`src/rtl/ctl_addr_decode.sv`:
```
module ctl_addr_decode #(
  parameter int NREGS = 16,
  parameter int DW    = 8
) (
  input  logic          clk,
  input  logic          rst_n,
  input  logic [19:0]   loc_addr,
  input  logic          loc_rd,
  input  logic          loc_wr,
  input  logic [DW-1:0] loc_wdata,
  input  logic [19:0]   host_addr,
  input  logic          host_req,
  input  logic          cfg_alt_base,
  output logic          sel_rom,
  output logic          sel_regs,
  output logic          sel_comm,
  output logic          sel_vram,
  output logic          sel_eram,
  output logic          sel_lut,
  output logic [18:0]   loc_offset,
  output logic [DW-1:0] loc_rdata,
  output logic          loc_rdata_vld,
  output logic          remap_on,
  output logic          host_grant,
  output logic          host_wait,
  output logic [9:0]    host_offset
);
  localparam int IW = $clog2(NREGS);
  localparam logic [19:0] REG_BASE = 20'h10000;

  logic [DW-1:0] regs [NREGS];
  logic          acc, in_lo, in_top, in_regs, in_comm, in_vram, in_init, in_lut, none;
  logic [IW-1:0] idx;

  assign acc     = loc_rd | loc_wr;
  assign idx     = loc_addr[IW:1];
  assign in_lo   = loc_addr[19:16] == 4'h0;
  assign in_top  = loc_addr[19:15] == 5'b11111;
  assign in_regs = (loc_addr >> (IW + 1)) == (REG_BASE >> (IW + 1));
  assign in_comm = loc_addr[19:12] == 8'h28;
  assign in_vram = loc_addr[19] & ~in_top;
  assign in_init = loc_addr[19:1] == 19'h1E000;
  assign in_lut  = in_top & (loc_addr[14:9] == 6'd2);

  assign sel_rom  = acc & (in_lo | (in_top & ~remap_on));
  assign sel_regs = acc & in_regs;
  assign sel_comm = acc & in_comm;
  assign sel_vram = acc & in_vram;
  assign sel_lut  = loc_wr & remap_on & in_lut;
  assign sel_eram = acc & remap_on & in_top & ~sel_lut;
  assign none     = ~(sel_rom | sel_regs | sel_comm | sel_vram | sel_eram | sel_lut);

  always_comb begin
    loc_offset = '0;
    if (sel_rom)       loc_offset = in_top ? {3'b0, 1'b1, loc_addr[14:0]} : {3'b0, loc_addr[15:0]};
    else if (sel_regs) loc_offset = 19'(idx);
    else if (sel_comm) loc_offset = {8'b0, loc_addr[10:0]};
    else if (sel_vram) loc_offset = loc_addr[18:0];
    else if (sel_eram) loc_offset = {4'b0, loc_addr[14:0]};
    else if (sel_lut)  loc_offset = {10'b0, loc_addr[8:0]};
  end

  always_comb begin
    loc_rdata_vld = 1'b0;
    loc_rdata     = '1;
    if (loc_rd) begin
      if (sel_regs) begin
        loc_rdata_vld = 1'b1;
        loc_rdata     = regs[idx];
      end else if (in_init) begin
        loc_rdata_vld = 1'b1;
        loc_rdata     = '0;
      end else if (none) begin
        loc_rdata_vld = 1'b1;
      end
    end
  end

  always_ff @(posedge clk) begin
    if (!rst_n) begin
      remap_on <= 1'b0;
      for (int i = 0; i < NREGS; i++) regs[i] <= '0;
    end else begin
      if (loc_rd & in_init) remap_on <= 1'b1;
      if (loc_wr & in_regs) regs[idx] <= loc_wdata;
    end
  end

  logic host_hit;
  assign host_hit    = host_req & (host_addr[19:10] == {9'h18C, cfg_alt_base});
  assign host_grant  = host_hit & ~sel_comm;
  assign host_wait   = host_hit & sel_comm;
  assign host_offset = host_addr[9:0];

  a_r12_onehot_sel: assert property (@(posedge clk) disable iff (!rst_n)
    $onehot0({sel_rom, sel_regs, sel_comm, sel_vram, sel_eram, sel_lut}));
  a_r6_init_sets_remap: assert property (@(posedge clk) disable iff (!rst_n)
    (loc_rd && in_init) |=> remap_on);
  a_r7_remap_sticky: assert property (@(posedge clk) disable iff (!rst_n)
    remap_on |=> remap_on);
  a_r10_local_first: assert property (@(posedge clk) disable iff (!rst_n)
    sel_comm |-> !host_grant);
  a_r3_reg_write: assert property (@(posedge clk) disable iff (!rst_n)
    (loc_wr && sel_regs) |=> regs[$past(idx)] == $past(loc_wdata));
  a_r8_lut_write_only: assert property (@(posedge clk) disable iff (!rst_n)
    sel_lut |-> (loc_wr && remap_on));
endmodule

```
`config.mk`:
```
export PLATFORM = sky130hd
export DESIGN_NAME = ctl_addr_decode
export DESIGN_NICKNAME = d
export VERILOG_FILES = /design/src/rtl/ctl_addr_decode.sv
export SDC_FILE = /design/constraint.sdc
export NUM_CORES = 1
export LEC_CHECK = 0
export CORE_AREA = 4 4 125 127
export DETAILED_ROUTE_END_ITERATION = 6
export DIE_AREA = 0 0 129 131
export PLACE_DENSITY = 0.8
export SYNTH_ARGS = -nofsm -noshare
export SYNTH_HDL_FRONTEND = slang
export SYNTH_SLANG_ARGS = --single-unit
```
`constraint.sdc`:
```
create_clock -name clk -period 2.7 [get_ports clk]
set_clock_uncertainty 0.05 [all_clocks]
set_input_delay 0.405 -clock clk [delete_from_list [all_inputs] [get_ports clk]]
set_output_delay 0.405 -clock clk [all_outputs]
set_load 0.1 [all_outputs]
```
After elaboration in Yosys (flattened, before gate mapping)

Memories as Yosys holds them, arrays and structs flattened.
Index checks and enable logic that the tools add are counted.

Add/subtract/negate cells: 0
Multipliers: 0
Divide/modulo/power cells: 0
$lt $le $gt $ge: 0
Equality and inequality tests: 6
Shift-type cells: 0
Mux-type cells: 21
Bitwise gates (word level): 28
Reduce and logical (&&, ||, !) cells: 2

Operators with widths:

| operator               | number |
|---|---|
| $mux W19               | 4 |
| $mux W8                | 4 |
| $eq A19 B17 Y1 const B | 1 |
| $and A1 B1 Y1          | 17 |
| $mux W16               | 1 |
| $eq A15 B12 Y1 const B | 1 |
| $mux W15               | 1 |
| $eq A10 B10 Y1         | 1 |
| $mux W1                | 9 |
| $mux W9                | 1 |
| $eq A8 B6 Y1 const B   | 1 |
| $reduce_or A8 Y1       | 1 |
| $or A1 B1 Y1           | 7 |
| $eq A6 B2 Y1 const B   | 1 |
| $eq A5 B5 Y1 const B   | 1 |
| $logic_not A4 Y1       | 1 |
| $mux W4                | 1 |
| $not A1 Y1             | 4 |

Flip-flop bits (word level): 1
Latch bits: 0
Memory bits (writable): 128
ROM bits: 0
Output and inout port bits: 47
Logic and storage cells: 59
Memories: 1

Memory list:

| name | words | width | read ports | clocked after Yosys merged registers in | wr ports | line | RTL |
|---|---|---|---|---|---|---|---|
| regs | 16    | 8     | 1          | 0                                       | 16       | 31   | `logic [DW-1:0] regs [NREGS];` |

Depth between registers and ports, before layout

Depth in word-level cells: 13
Gate-level depth with buffers: 7
Mapped depth without buffers: 5

Worst setup path after synthesis

OpenSTA, ideal clock, no wires.

Path kind: reg-to-output
Start: register remap_on
End: output port sel_lut
Data arrival time: 3646 ps
Slack: -1401 ps
Cell stages (with the launch flop): 4
Buffers on the path: 0
Cell sequence: dfxtp_1 -> and3_1 -> and3_1 -> nor3b_1

Cells in the longest elaborated chain, start to end: 2

Ends and longest elaborated chain:

| item                       | line | RTL |
|---|---|---|
| start: declaration         | 23   | `output logic remap_on,` |
| start signal: assignment   | 81   | `remap_on <= 1'b0;` |
| start signal: assignment   | 84   | `if (loc_rd & in_init) remap_on <= 1'b1;` |
| $and A1 B1 Y1 (2 in a row) | 49   | `assign sel_lut = loc_wr & remap_on & in_lut;` |
| end: declaration           | 19   | `output logic sel_lut,` |

Every way passes these cells.

Final worst setup path

Start: memory regs[15][0]
End: output port loc_rdata[0]

Cells in the longest elaborated chain, start to end: 3

Ends and longest elaborated chain:

| item               | line | RTL |
|---|---|---|
| start: declaration | 31   |  |
| $mem_v2 Z16 W8     | -    |  |
| $mux W8            | 67   | `if (sel_regs) begin` |
| $mux W8            | 66   | `if (loc_rd) begin` |
| end: declaration   | 21   | `output logic [DW-1:0] loc_rdata,` |

Every way passes these cells.

==> run summary <==
Outcome - finished, final reports clean
R2R depth - 1
Tot Pwr - 5.44 mW
Die span in x - 129 um
Largest net degree at the start of global routing - 38
Flop-to-flop setup slack - 1980 ps
Clock-pin slew on the worst setup and hold paths - 60 ps
Initial DRC Count - 584
Post-Synthesis Cells - 497
Die Height - 131 um
Clock Latency Late Sink - 410 ps
Mapped Area - 6390 um^2
Clock Sinks - 129
Grt ovf - 0
Via density - 6.05
Initial antenna violation count - 0
P_leak - 3.03 nW
Worst reg2reg path startpoint - remap_on$_SDFFE_PN0P_
CP max FO - 1
Port bufs - 80
Post-Route WL - 18700 um
CP max stage cell - mux4_2
Final hold viol count - 0
Vias in the first global route - 5008
Sequential-to-total area share from yosys stat - 60.5%
FFs w/ async S/R, synth - 0%
Share of the synthesized area in the top cell type - 60.1%
Beginning of the critical path - regs[15][0]$_SDFFCE_PN0P_
HP Class - flop to flop
Max Clk Rate - 0.375 GHz
Avg Cell Area, Syn - 12.9 um^2
Area Growth Syn to Fin - 40.6%
Dominant synthesized flop cell - edfxtp_1
Worst EP arrival - 2210 ps
Routed len/inst - 23.0 um
DRT Pass-1 Iters - 5
Number of max-cap violations - 0
PD cells - 605 nW/um^2
Post-synth EDFFs - 128
Mux contribution to synthesized area - 11.3%
Syn_nets - 551
Slowest stage delay, CP - 530 ps
# DRC - 0
Crit path cell chain - mux4_2 -> a22o_1 -> a221oi_2 -> buf_4 -> o21ai_4 -> buf_12
Fin crit period - 2660 ps
Ratio of cells with drive above 1 in the final layout - 36.9%
Max H-tree Level - 4
Fin nets - 673
Adder-cell area share of the yosys netlist - 0%
Post-layout util - 62.3%
Final Max Slew Viols - 0
Fin crit share - 98.7%
CTS tree - done
Kind of critical path - flop to output pin
# setup viols final - 0
Commonest cells post-synth - edfxtp_1 (128), nor2_1 (75), nor3_1 (69)
Worst vdd ir - 0.417 mV
Hold_buf cts - 0
Worst-Margin Slew - 602 ps
Worst setup path endpoint - loc_rdata[0]
Area leader, netlist - edfxtp_1
Setup TNS - 0 ps
Synth warnings - 0
First-pass GRT wire length - 28600 um
Compound-Gate Fraction of Synth Area - 6.34%
Antenna viol nets, final - 0
Flops & latches, synth - 129
Post-synth cell types - 43
Rows - 44
Crit. End Element - output pin
Core area - 14400 um^2
DP HPWL - 13300 um
Critical Path RT - 2250 ps
Hold_ws - 563 ps
Top cells by area, synth - edfxtp_1 (60%), mux4_2 (11%), nor3_1 (5.4%)
Total CTS buffers - 17
Synth Area in Simple Gates - 17.6%
Largest family of logic cells by synthesized area - simple AND/OR/NAND/NOR gates
Placer Congestion - 0.897
Cell with the most instances after synthesis - edfxtp_1
CTS root buf - clkbuf_16
DR vias - 4929
Diode count - 0
Initial Utilization - 44.3%
Worst r2r dst - remap_on$_SDFFE_PN0P_
GRT Resource Usage Total - 22.7%
Worst slew margin - 59.8%
Clock Path Buffers - 2
CP Launch Type - flop
Fill count - 1034
IO Pins - 101
RSZ-0062 raised after global routing - yes
PnR worst setup slack - 35.3 ps
Post-Place Setup Slack - -239 ps
Die area - 16900 um^2
XOR/XNOR share of the synthesized area - 0.137%
==> layer usage <==
layer  vias up  part of all wire [%]  routed length (um)  track usage (%)
met5         -                     0                   0                0
met4         0                   2.1                 396             6.79
met3        45                    11                2140             5.93
met2       368                    50                9410             40.2
met1      2381                    36                6800             27.3
li1       2135                     -                   -                -
==> logic make-up after synthesis <==
kind of cell / count (synthesis)
AOI/OAI and AO/OA: 53
xor gates and xnor gates: 1
buffers and inverters: 54
DFF: 129
muxes: 32
and+or+nand+nor: 228
==> worst min path at each step <==
stage                               start                  endpoint  cells past startpoint
detailed placement  remap_on$_SDFFE_PN0P_     remap_on$_SDFFE_PN0P_                      1
global placement    remap_on$_SDFFE_PN0P_     remap_on$_SDFFE_PN0P_                      1
global route        remap_on$_SDFFE_PN0P_     remap_on$_SDFFE_PN0P_                      1
CTS                 remap_on$_SDFFE_PN0P_     remap_on$_SDFFE_PN0P_                      1
finish              remap_on$_SDFFE_PN0P_     remap_on$_SDFFE_PN0P_                      1
floorplan                    loc_wdata[0]  regs[0][0]$_SDFFCE_PN0P_                      2
==> cells in the final DEF (no fill, tap or decap), types with 4 or more instances in the layout <==
master	Yosys	routed
nor2b_1	6	5
clkinvlp_4	0	4
clkbuf_16	0	17
a221oi_2	0	7
buf_12	0	39
nand4_1	4	4
clkdlybuf4s50_1	0	35
o21ai_2	0	6
o31ai_1	4	4
nand2_1	34	34
and2_1	15	11
a22o_4	0	4
mux4_2	32	32
nor2_1	75	72
o31ai_2	4	4
nor3_1	69	66
and2_2	0	4
buf_4	11	71
a22o_1	12	8
edfxtp_1	128	128
clkinv_4	0	5
o21ai_0	17	8
==> where the power goes <==
part           total [mW]  switching, mW  internal, mW
Combinational       0.781          0.451         0.330
Clock                2.33          0.868          1.46
Sequential           2.33         0.0333          2.29
==> worst max-delay path: cells and delay by family (launching register included) <==
kind	cells	cell delay [ps]
DFF	1	430
AOI/OAI and AO/OA	3	510
muxes	1	530
buffers and inverters	2	330
==> state kept, by name, summed over array words and instances, names as in the netlist <==
signal,count
regs,128
remap_on,1
==> cell type report <==
class                      count  area [um^2]  share of cell area (%)
sequential                   129         3860                    43.0
inverter                       3         15.0                   0.167
clock inverter                14          183                    2.03
multi-input combinational    315         2520                    28.1
clock buffer                  17          425                    4.73
timing repair buffer         153         1740                    19.4
tap                          184          230                    2.56
==> metrics by stage <==
| stage | area, um^2 | std cells |
|---|---|---|
| CTS | 8910 | 813 |
| floorplan | 6510 | 497 |
| finish | 8990 | 815 |
| global route | 8990 | 815 |
| global placement | 8190 | 781 |
| detailed placement | 8190 | 781 |
==> repair_timing <==
item	in CTS	in global routing
pin swaps	4	3
buffers inserted	0	2
endpoints found under the hold margin	0	0
resized for setup	27	12
cloned	1	0
setup endpoints to repair	24	23
No activity file was read; power rests on OpenSTA's default activity.
